===== src/rtl/cfg_host_ctrl.sv =====
module cfg_host_ctrl #(
  parameter int INIT_DLY = 16,
  parameter int LOC_DIV  = 4
) (
  input  logic       clk,
  input  logic       rst_n,
  input  logic       req,
  input  logic       we,
  input  logic [1:0] addr,
  input  logic [7:0] wdata,
  output logic [7:0] rdata,
  output logic       ack,
  input  logic       cfg_done,
  output logic       irq,
  output logic       loc_dat,
  output logic       loc_vld,
  output logic       chain_dat,
  output logic       chain_vld
);
  localparam int IW = $clog2(INIT_DLY + 1);
  localparam int DW = $clog2(LOC_DIV + 1);
  localparam logic [1:0] A_CTRL = 2'd0;
  localparam logic [1:0] A_STAT = 2'd1;
  localparam logic [1:0] A_DATA = 2'd2;

  typedef enum logic [1:0] {P_IDLE, P_WAIT, P_LOAD} pend_t;

  logic          prog, hold_bus, daisy, ie;
  logic          init;
  logic [IW-1:0] icnt;
  logic [7:0]    hold_q, sh_q;
  logic          hold_full;
  logic [3:0]    sh_cnt;
  logic [DW-1:0] div;
  logic          err, irq_q, rdy_q, ack_q;
  logic [7:0]    rdata_q;
  pend_t         pst;

  logic busy_sh, rdy, tick, shift_ld, go, dwr, can_wait, drop, take_now, hold_ld, ack_nxt;
  logic ctrl_wr, stat_wr;
  logic [7:0] status;

  assign busy_sh  = sh_cnt != 4'd0;
  assign rdy      = prog & init & ~hold_full & ~(daisy & busy_sh);
  assign tick     = busy_sh & (daisy | (div == DW'(LOC_DIV - 1)));
  assign shift_ld = ~busy_sh & hold_full;

  assign go       = req & ~ack_q & (pst == P_IDLE);
  assign ctrl_wr  = go & we & (addr == A_CTRL);
  assign stat_wr  = go & we & (addr == A_STAT);
  assign dwr      = go & we & (addr == A_DATA);
  assign can_wait = hold_bus & prog & init;
  assign take_now = dwr & rdy;
  assign drop     = dwr & ~rdy & ~can_wait;
  assign hold_ld  = take_now | ((pst == P_WAIT) & rdy);
  assign ack_nxt  = (go & ~(dwr & hold_bus & ~drop)) | ((pst == P_LOAD) & shift_ld);

  assign status    = {irq_q, 3'b000, err, cfg_done, init, rdy};
  assign rdata     = rdata_q;
  assign ack       = ack_q;
  assign irq       = irq_q;
  assign loc_vld   = tick & ~daisy;
  assign chain_vld = tick & daisy;
  assign loc_dat   = sh_q[7] & ~daisy;
  assign chain_dat = sh_q[7] & daisy;

  always_ff @(posedge clk or negedge rst_n) begin
    if (!rst_n) begin
      {ie, daisy, hold_bus, prog} <= 4'b0000;
      init      <= 1'b0;
      icnt      <= '0;
      hold_q    <= 8'h00;
      hold_full <= 1'b0;
      sh_q      <= 8'h00;
      sh_cnt    <= 4'd0;
      div       <= '0;
      err       <= 1'b0;
      irq_q     <= 1'b0;
      rdy_q     <= 1'b0;
      ack_q     <= 1'b0;
      rdata_q   <= 8'h00;
      pst       <= P_IDLE;
    end else begin
      ack_q <= ack_nxt;
      rdy_q <= rdy;

      if (go & ~we)
        rdata_q <= (addr == A_CTRL) ? {4'b0000, ie, daisy, hold_bus, prog} :
                   (addr == A_STAT) ? status : 8'h00;

      if (ctrl_wr) {ie, daisy, hold_bus, prog} <= wdata[3:0];

      if (!prog) begin
        init <= 1'b0;
        icnt <= '0;
      end else if (!init) begin
        if (icnt == IW'(INIT_DLY - 1)) init <= 1'b1;
        else icnt <= icnt + 1'b1;
      end

      if (!prog) begin
        hold_full <= 1'b0;
        sh_cnt    <= 4'd0;
        div       <= '0;
      end else begin
        if (shift_ld) begin
          sh_q      <= hold_q;
          sh_cnt    <= 4'd8;
          hold_full <= 1'b0;
          div       <= '0;
        end else if (tick) begin
          sh_q   <= {sh_q[6:0], 1'b0};
          sh_cnt <= sh_cnt - 4'd1;
          div    <= '0;
        end else if (busy_sh) begin
          div <= div + 1'b1;
        end
        if (hold_ld) begin
          hold_q    <= wdata;
          hold_full <= 1'b1;
        end
      end

      case (pst)
        P_IDLE: if (dwr & hold_bus & ~drop) pst <= take_now ? P_LOAD : P_WAIT;
        P_WAIT: if (rdy) pst <= P_LOAD;
        P_LOAD: if (shift_ld) pst <= P_IDLE;
        default: pst <= P_IDLE;
      endcase

      if (drop) err <= 1'b1;
      else if (stat_wr & wdata[3]) err <= 1'b0;

      if (ie & rdy & ~rdy_q) irq_q <= 1'b1;
      else if (stat_wr & wdata[7]) irq_q <= 1'b0;
    end
  end
endmodule


===== config.mk =====
export PLATFORM = sky130hd
export DESIGN_NAME = cfg_host_ctrl
export DESIGN_NICKNAME = d
export VERILOG_FILES = /design/src/rtl/cfg_host_ctrl.sv
export SDC_FILE = /design/constraint.sdc
export NUM_CORES = 1
export LEC_CHECK = 0
export ABC_AREA = 0
export BUFFER_PORTS_ARGS = -buffer_cell sky130_fd_sc_hd__buf_2
export CORE_ASPECT_RATIO = 1.2
export CORE_MARGIN = 10
export CORE_UTILIZATION = 40
export CTS_CLUSTER_DIAMETER = 30
export DETAILED_ROUTE_END_ITERATION = 6
export PLACE_DENSITY_LB_ADDON = 0.2
export SYNTH_ARGS = -nofsm -noshare
export SYNTH_HDL_FRONTEND = slang
export SYNTH_SLANG_ARGS = --single-unit

===== constraint.sdc =====
create_clock -name clk -period 1.94 [get_ports clk]
set_clock_uncertainty 0.15 [all_clocks]
set_input_delay 0.291 -clock clk [delete_from_list [all_inputs] [get_ports clk]]
set_output_delay 0.291 -clock clk [all_outputs]
set_load 0.02 [all_outputs]

Word level (Yosys, flattened, before mapping)
Index checks and enable logic that the tools add are counted.
{ "totals": {"in_bits": 15, "ff_bits": 48, "out_inout_bits": 14, "wordCells": 118} }
{ "classes": {"n_reduce_logical": 10, "bitwise_logic": 45, "mux": 29, "n_addsub": 3, "n_eq_ne": 14} }
{ "op_table": {"columns": ["op", "count"], "rows": [
  ["$mux 8", 4],
  ["$and 1x1->1", 31],
  ["$mux 5", 3],
  ["$mux 3", 4],
  ["$mux 4", 3],
  ["$not 1->1", 11],
  ["$mux 1", 10],
  ["$mux 2", 4],
  ["$ne 2x2->1 const B", 4],
  ["$ne 3x1->1 const B", 2],
  ["$pmux 2 s3", 1],
  ["$reduce_and 2->1", 3],
  ["$reduce_bool 2->1", 3],
  ["$add 5x1->5 const B", 1],
  ["$eq 5x4->1 const B", 1],
  ["$eq 2x1->1 const B", 2],
  ["$eq 2x2->1 const B", 2],
  ["$logic_not 2->1", 2],
  ["$ne 4x1->1 const B", 1],
  ["$reduce_bool 4->1", 1],
  ["$sub 4x1->4 const B", 1],
  ["$add 3x1->3 const B", 1],
  ["$eq 3x2->1 const B", 1],
  ["$or 1x1->1", 3],
  ["2 further kinds", 2]
]} }

Longest topological paths before layout
{ "logic_depth": {"ltp_word": 12, "mapped_depth": 7, "ltp_nobuf": 7} }

Worst setup path before layout
OpenSTA, ideal clock, no wires.
{ "synth_path": {"kind": "reg2reg", "startpoint": "reg sh_cnt[0]", "endpoint": "reg hold_q[0]", "required_time_ps": 1665, "stages_incl_launch_ff": 8, "arrival_time_ps": 1839, "setup_time_ps": 125, "n_path_buf": 1, "setup_slack_ps": -174, "period_less_slack_ps": 2114, "cell_sequence": "dfrtp_1 -> inv_1 -> ha_1 -> or3b_1 -> buf_2 -> a211oi_4 -> nand2_4 -> mux2_2"} }
{ "synth_between": {"elab_chain_len": 7, "elab_cells_between_ends": 8, "classes_between": "bitwise (6); reduce/logical (2)"} }
{ "synth_rtl": {"columns": ["element", "line_no", "text"], "rows": [
  ["start, declared", "33", "logic [3:0] sh_cnt;"],
  ["start signal, assigned", "113", "sh_cnt <= sh_cnt - 4'd1;"],
  ["$reduce_bool 4->1 (*)", "43", "assign busy_sh = sh_cnt != 4'd0;"],
  ["$and 1x1->1 (*)", "44", "assign rdy = prog & init & ~hold_full & ~(daisy & busy_sh);"],
  ["$not 1->1 (*)", "44", null],
  ["$and 1x1->1 (*)", "44", null],
  ["named net rdy", "39", "logic busy_sh, rdy, tick, shift_ld, go, dwr, can_wait, drop, take_now, hold_ld, ack_nxt;"],
  ["$and 1x1->1, on equally long branches", "53, 55", null],
  ["$or 1x1->1 (*)", "55", "assign hold_ld = take_now | ((pst == P_WAIT) & rdy);"],
  ["$reduce_and 2->1 (no line) (*)", null, null],
  ["end signal, assigned", "119", "hold_q <= wdata;"],
  ["end, declared", "31", "logic [7:0] hold_q, sh_q;"]
]} }
Mark *: on every way through the listed nets, which the timed path passes. The rest lies on a longest branch.
A chain may end at the register's enable or synchronous reset.

Final worst setup path
{ "layout_path": {"startpoint": "reg sh_cnt[1]", "endpoint": "out chain_vld"} }
{ "layout_between": {"elab_chain_len": 3} }
{ "layout_rtl": {"columns": ["element", "line_no", "text"], "rows": [
  ["$reduce_bool 4->1", "43", null],
  ["$and 1x1->1", "45", "assign tick = busy_sh & (daisy | (div == DW'(LOC_DIV - 1)));"],
  ["$and 1x1->1", "63", "assign chain_vld = tick & daisy;"],
  ["end, declared", "18", "output logic chain_vld"]
]} }
No other way between the ends.

==> impl_metrics.py <==
metrics = {
    "floorplan": {
        "die_w_um": 87.1,
        "row_count": 29,
        "design.die.area_um2": 8760,
        "initial_core_util_pct": 41.1,
        "io_pins": 29,
        "die_y_um": 101,
        "core_um2": 5260,
    },
    "cts": {
        "clock-sinks": 45,
        "cts_tree": "done",
        "cts_max_level": 2,
        "cts_root_buf": "clkbuf_8",
        "numCtsBuffers": 5,
        "clock_latency_ps": 300,
        "clkSlewWorstSetupHoldPaths_ps": 80,
        "clockBufferDepth": 2,
    },
    "detailed_routing": {
        "routed_via_density": 5.15,
        "post_drt_wl_per_cell_um": 14.9,
        "drc": 0,
        "vias": 1549,
        "ant_nets": 0,
        "dr.pass1.iters": 4,
        "drtIter0Drc": 38,
        "totalWireLength_um": 4480,
    },
    "global_route": {
        "grt_pass1_wl_um": 7650,
        "grt_pass1_vias": 1638,
        "antenna_found_initial": 0,
        "grt-ovfl-total": 0,
        "grt_max_degree": 29,
        "grtUsageTotal_pct": 10.8,
    },
    "finish": {
        "area_growth_pct": 28.0,
        "drive_above_1_share_pct": 45.6,
        "n_antenna_cell": 0,
        "finalNetCount": 259,
        "fin_cells": 301,
    },
    "setup_path": {
        "critPathSlowestCell": "dfrtp_1",
        "rrSetupSlack_ps": -180,
        "r2r_start": "sh_cnt[1]",
        "worstSetupEndpointType": "primary output",
        "cp-startpoint": "sh_cnt[1]",
        "required_ps": 1500,
        "path_class": "reg2out",
        "cp.buffers_inverters": 3,
        "critPathLaunchType": "register",
        "path_max_fanout": 2,
        "cp_slowest_stage_delay_ps": 390,
        "cp_common_cell": "buf_6",
        "crit_chain": "inv_2 > ha_4 > or3b_4 > buf_6 > and2_4 > buf_6",
        "reg2regPathDepth": 7,
        "crit_family": "simple AND/OR/NAND/NOR gates",
        "arrival_ps": 1680,
        "crit_cells": 6,
    },
    "outcome": {
        "outcome": "finished, violations left",
        "violations": "setup timing",
    },
    "logic_synthesis": {
        "synth_area_per_cell_um2": 11.9,
        "synth.distinct_cells": 42,
        "synthMuxAreaShare_pct": 15.9,
        "ys.flop_type": "dfrtp_1",
        "ys_ff_latch": 45,
        "synth_simple_gate_area_share_pct": 15.6,
        "ys_warn_count": 0,
        "syn_inst": 182,
        "synth_edf_count": 0,
        "synth-seq-area-share_pct": 52.1,
        "synth-xor-area-share_pct": 2.03,
        "ys_async_sr_fraction_pct": 100,
        "yosys.area_share.adder_pct": 2.89,
        "synth_area_um2": 2160,
        "synth-compound-area-share_pct": 7.93,
        "synth_top_family_by_area": "multiplexers",
    },
    "min_path": {
        "hold_start": "wdata[4]",
        "hp-class": "in2reg",
        "hold_depth": 2,
    },
    "job": {
        "maxCapViolCount": 0,
    },
    "sta": {
        "fin_crit_sh_pct": 109,
        "fmax_mhz": 472,
        "setup_slack_ps": -178,
        "setup_violations": 24,
        "hold_violations": 0,
        "slew_viol_final": 0,
        "grt_setup_unrepaired": "yes",
        "final.min_clock_period_ps": 2120,
    },
    "placed_design": {
        "dp_slack_ps": -95.5,
        "dpl.cell_count": 282,
        "port_buffers": 25,
        "dp_hpwl_um": 3250,
        "place.gp.congestion": 0.721,
    },
    "pwr": {
        "ir_drop_v": 0.000295,
        "p_per_area_nw_per_um2": 688,
        "leakagePower_nw": 1.39,
        "power_mw": 1.90,
    },
}
final cells by class:
cell class | count | area, µm²
clock inverters | 1 | 7.51
fillers | 487 | 2490
clock buffers | 6 | 82.6
flip-flops and latches | 45 | 1130
well taps | 62 | 77.6
multi-input cells | 125 | 1040
inverters | 6 | 22.5
repair buffers | 56 | 408
metal layers:
metal / vias to the layer above / track usage (%) / part of all wire, %
li1: 752 / - / -
met1: 761 / 12.0 / 43
met2: 31 / 18.7 / 50
met3: 5 / 3.56 / 5.6
met4: 0 / 3.69 / 1.5
met5: - / 0 / 0
repair_timing:
item,CTS,global route
gates resized for setup,18,12
buffers inserted,8,3
endpoints found under the hold margin,17,0
pin swaps,2,7
hold buffers,1,0
setup endpoints to repair,24,38
per-stage QoR:
stage               utilization, %  setup TNS (ps)  instance area, µm²  hold slack, ps
floorplan                        -           -2110                2170            -155
global placement              47.1            -641                2480             111
detailed placement            47.1           -1360                2480             112
CTS                           51.5           -1920                2710            59.7
global route                  52.6           -4470                2770            54.4
finish                        52.6           -2420                2770            70.9
power breakdown:
part	switching, mW	internal, mW	leakage (nW)	total (mW)
clock	0.313	0.282	0.0433	0.595
combinational	0.149	0.119	0.736	0.267
sequential	0.0493	0.992	0.613	1.04
cell usage in the layout, fill, tap and decap left out, drive strengths merged, types with 2 or more instances in the layout:
| master | n |
|---|---|
| a21oi | 3 |
| a32o | 3 |
| and2 | 6 |
| and3 | 3 |
| buf | 55 |
| clkbuf | 6 |
| conb | 3 |
| dfrtp | 45 |
| ha | 5 |
| inv | 6 |
| mux2 | 27 |
| mux2i | 4 |
| nand2 | 18 |
| nand3 | 4 |
| nand4 | 3 |
| nor2 | 10 |
| nor2b | 3 |
| nor3 | 3 |
| nor3b | 3 |
| nor4 | 2 |
| o21ai | 3 |
| o31ai | 5 |
| xnor2 | 3 |
| xor2 | 2 |
kinds of logic (layout without fill, tap and decap cells):
family                     count (synthesis)  in the layout
DFF                                       45             45
muxes                                     31             31
adders and majority gates                  5              5
and+or+nand+nor                           60             60
buffers and inverters                     14             69
other                                      1              3
AOI/OAI and AO/OA                         21             21
xor gates and xnor gates                   5              5
path summary, 6_finish.rpt:
kind                             endpoint
worst max-delay path            chain_vld
worst min-delay path            hold_q[4]
max in group asynchronous       sh_cnt[2]
worst max register to register  hold_q[6]
worst min register to register   rdata[7]
min in group asynchronous        rdata[3]
Yosys cell counts, drive strengths merged (2+ instances only):
library cell,count,area [µm²]
xnor2,3,26.3
nor2,10,37.5
clkbuf,3,11.3
ha,5,62.6
nor3,3,15.0
inv,6,22.5
buf,5,38.8
nand2,18,75.1
nand4,3,18.8
a21oi,3,15.0
mux2i,4,40.0
mux2,27,304
o21ai,3,18.8
a32o,3,30.0
and2,6,38.8
nor3b,3,27.5
nor2b,3,18.8
o31ai,5,37.5
xor2,2,17.5
and3,3,18.8
nor4,2,12.5
nand3,4,20.0
dfrtp,45,1130
flip-flops by register name, summed over array words and instances, names as in the netlist, 2 cells and up:
register,flops
icnt,5
sh_q,8
sh_cnt,4
rdata,5
div,3
hold_q,8
pst,2
No activity file was read; power rests on OpenSTA's default activity.
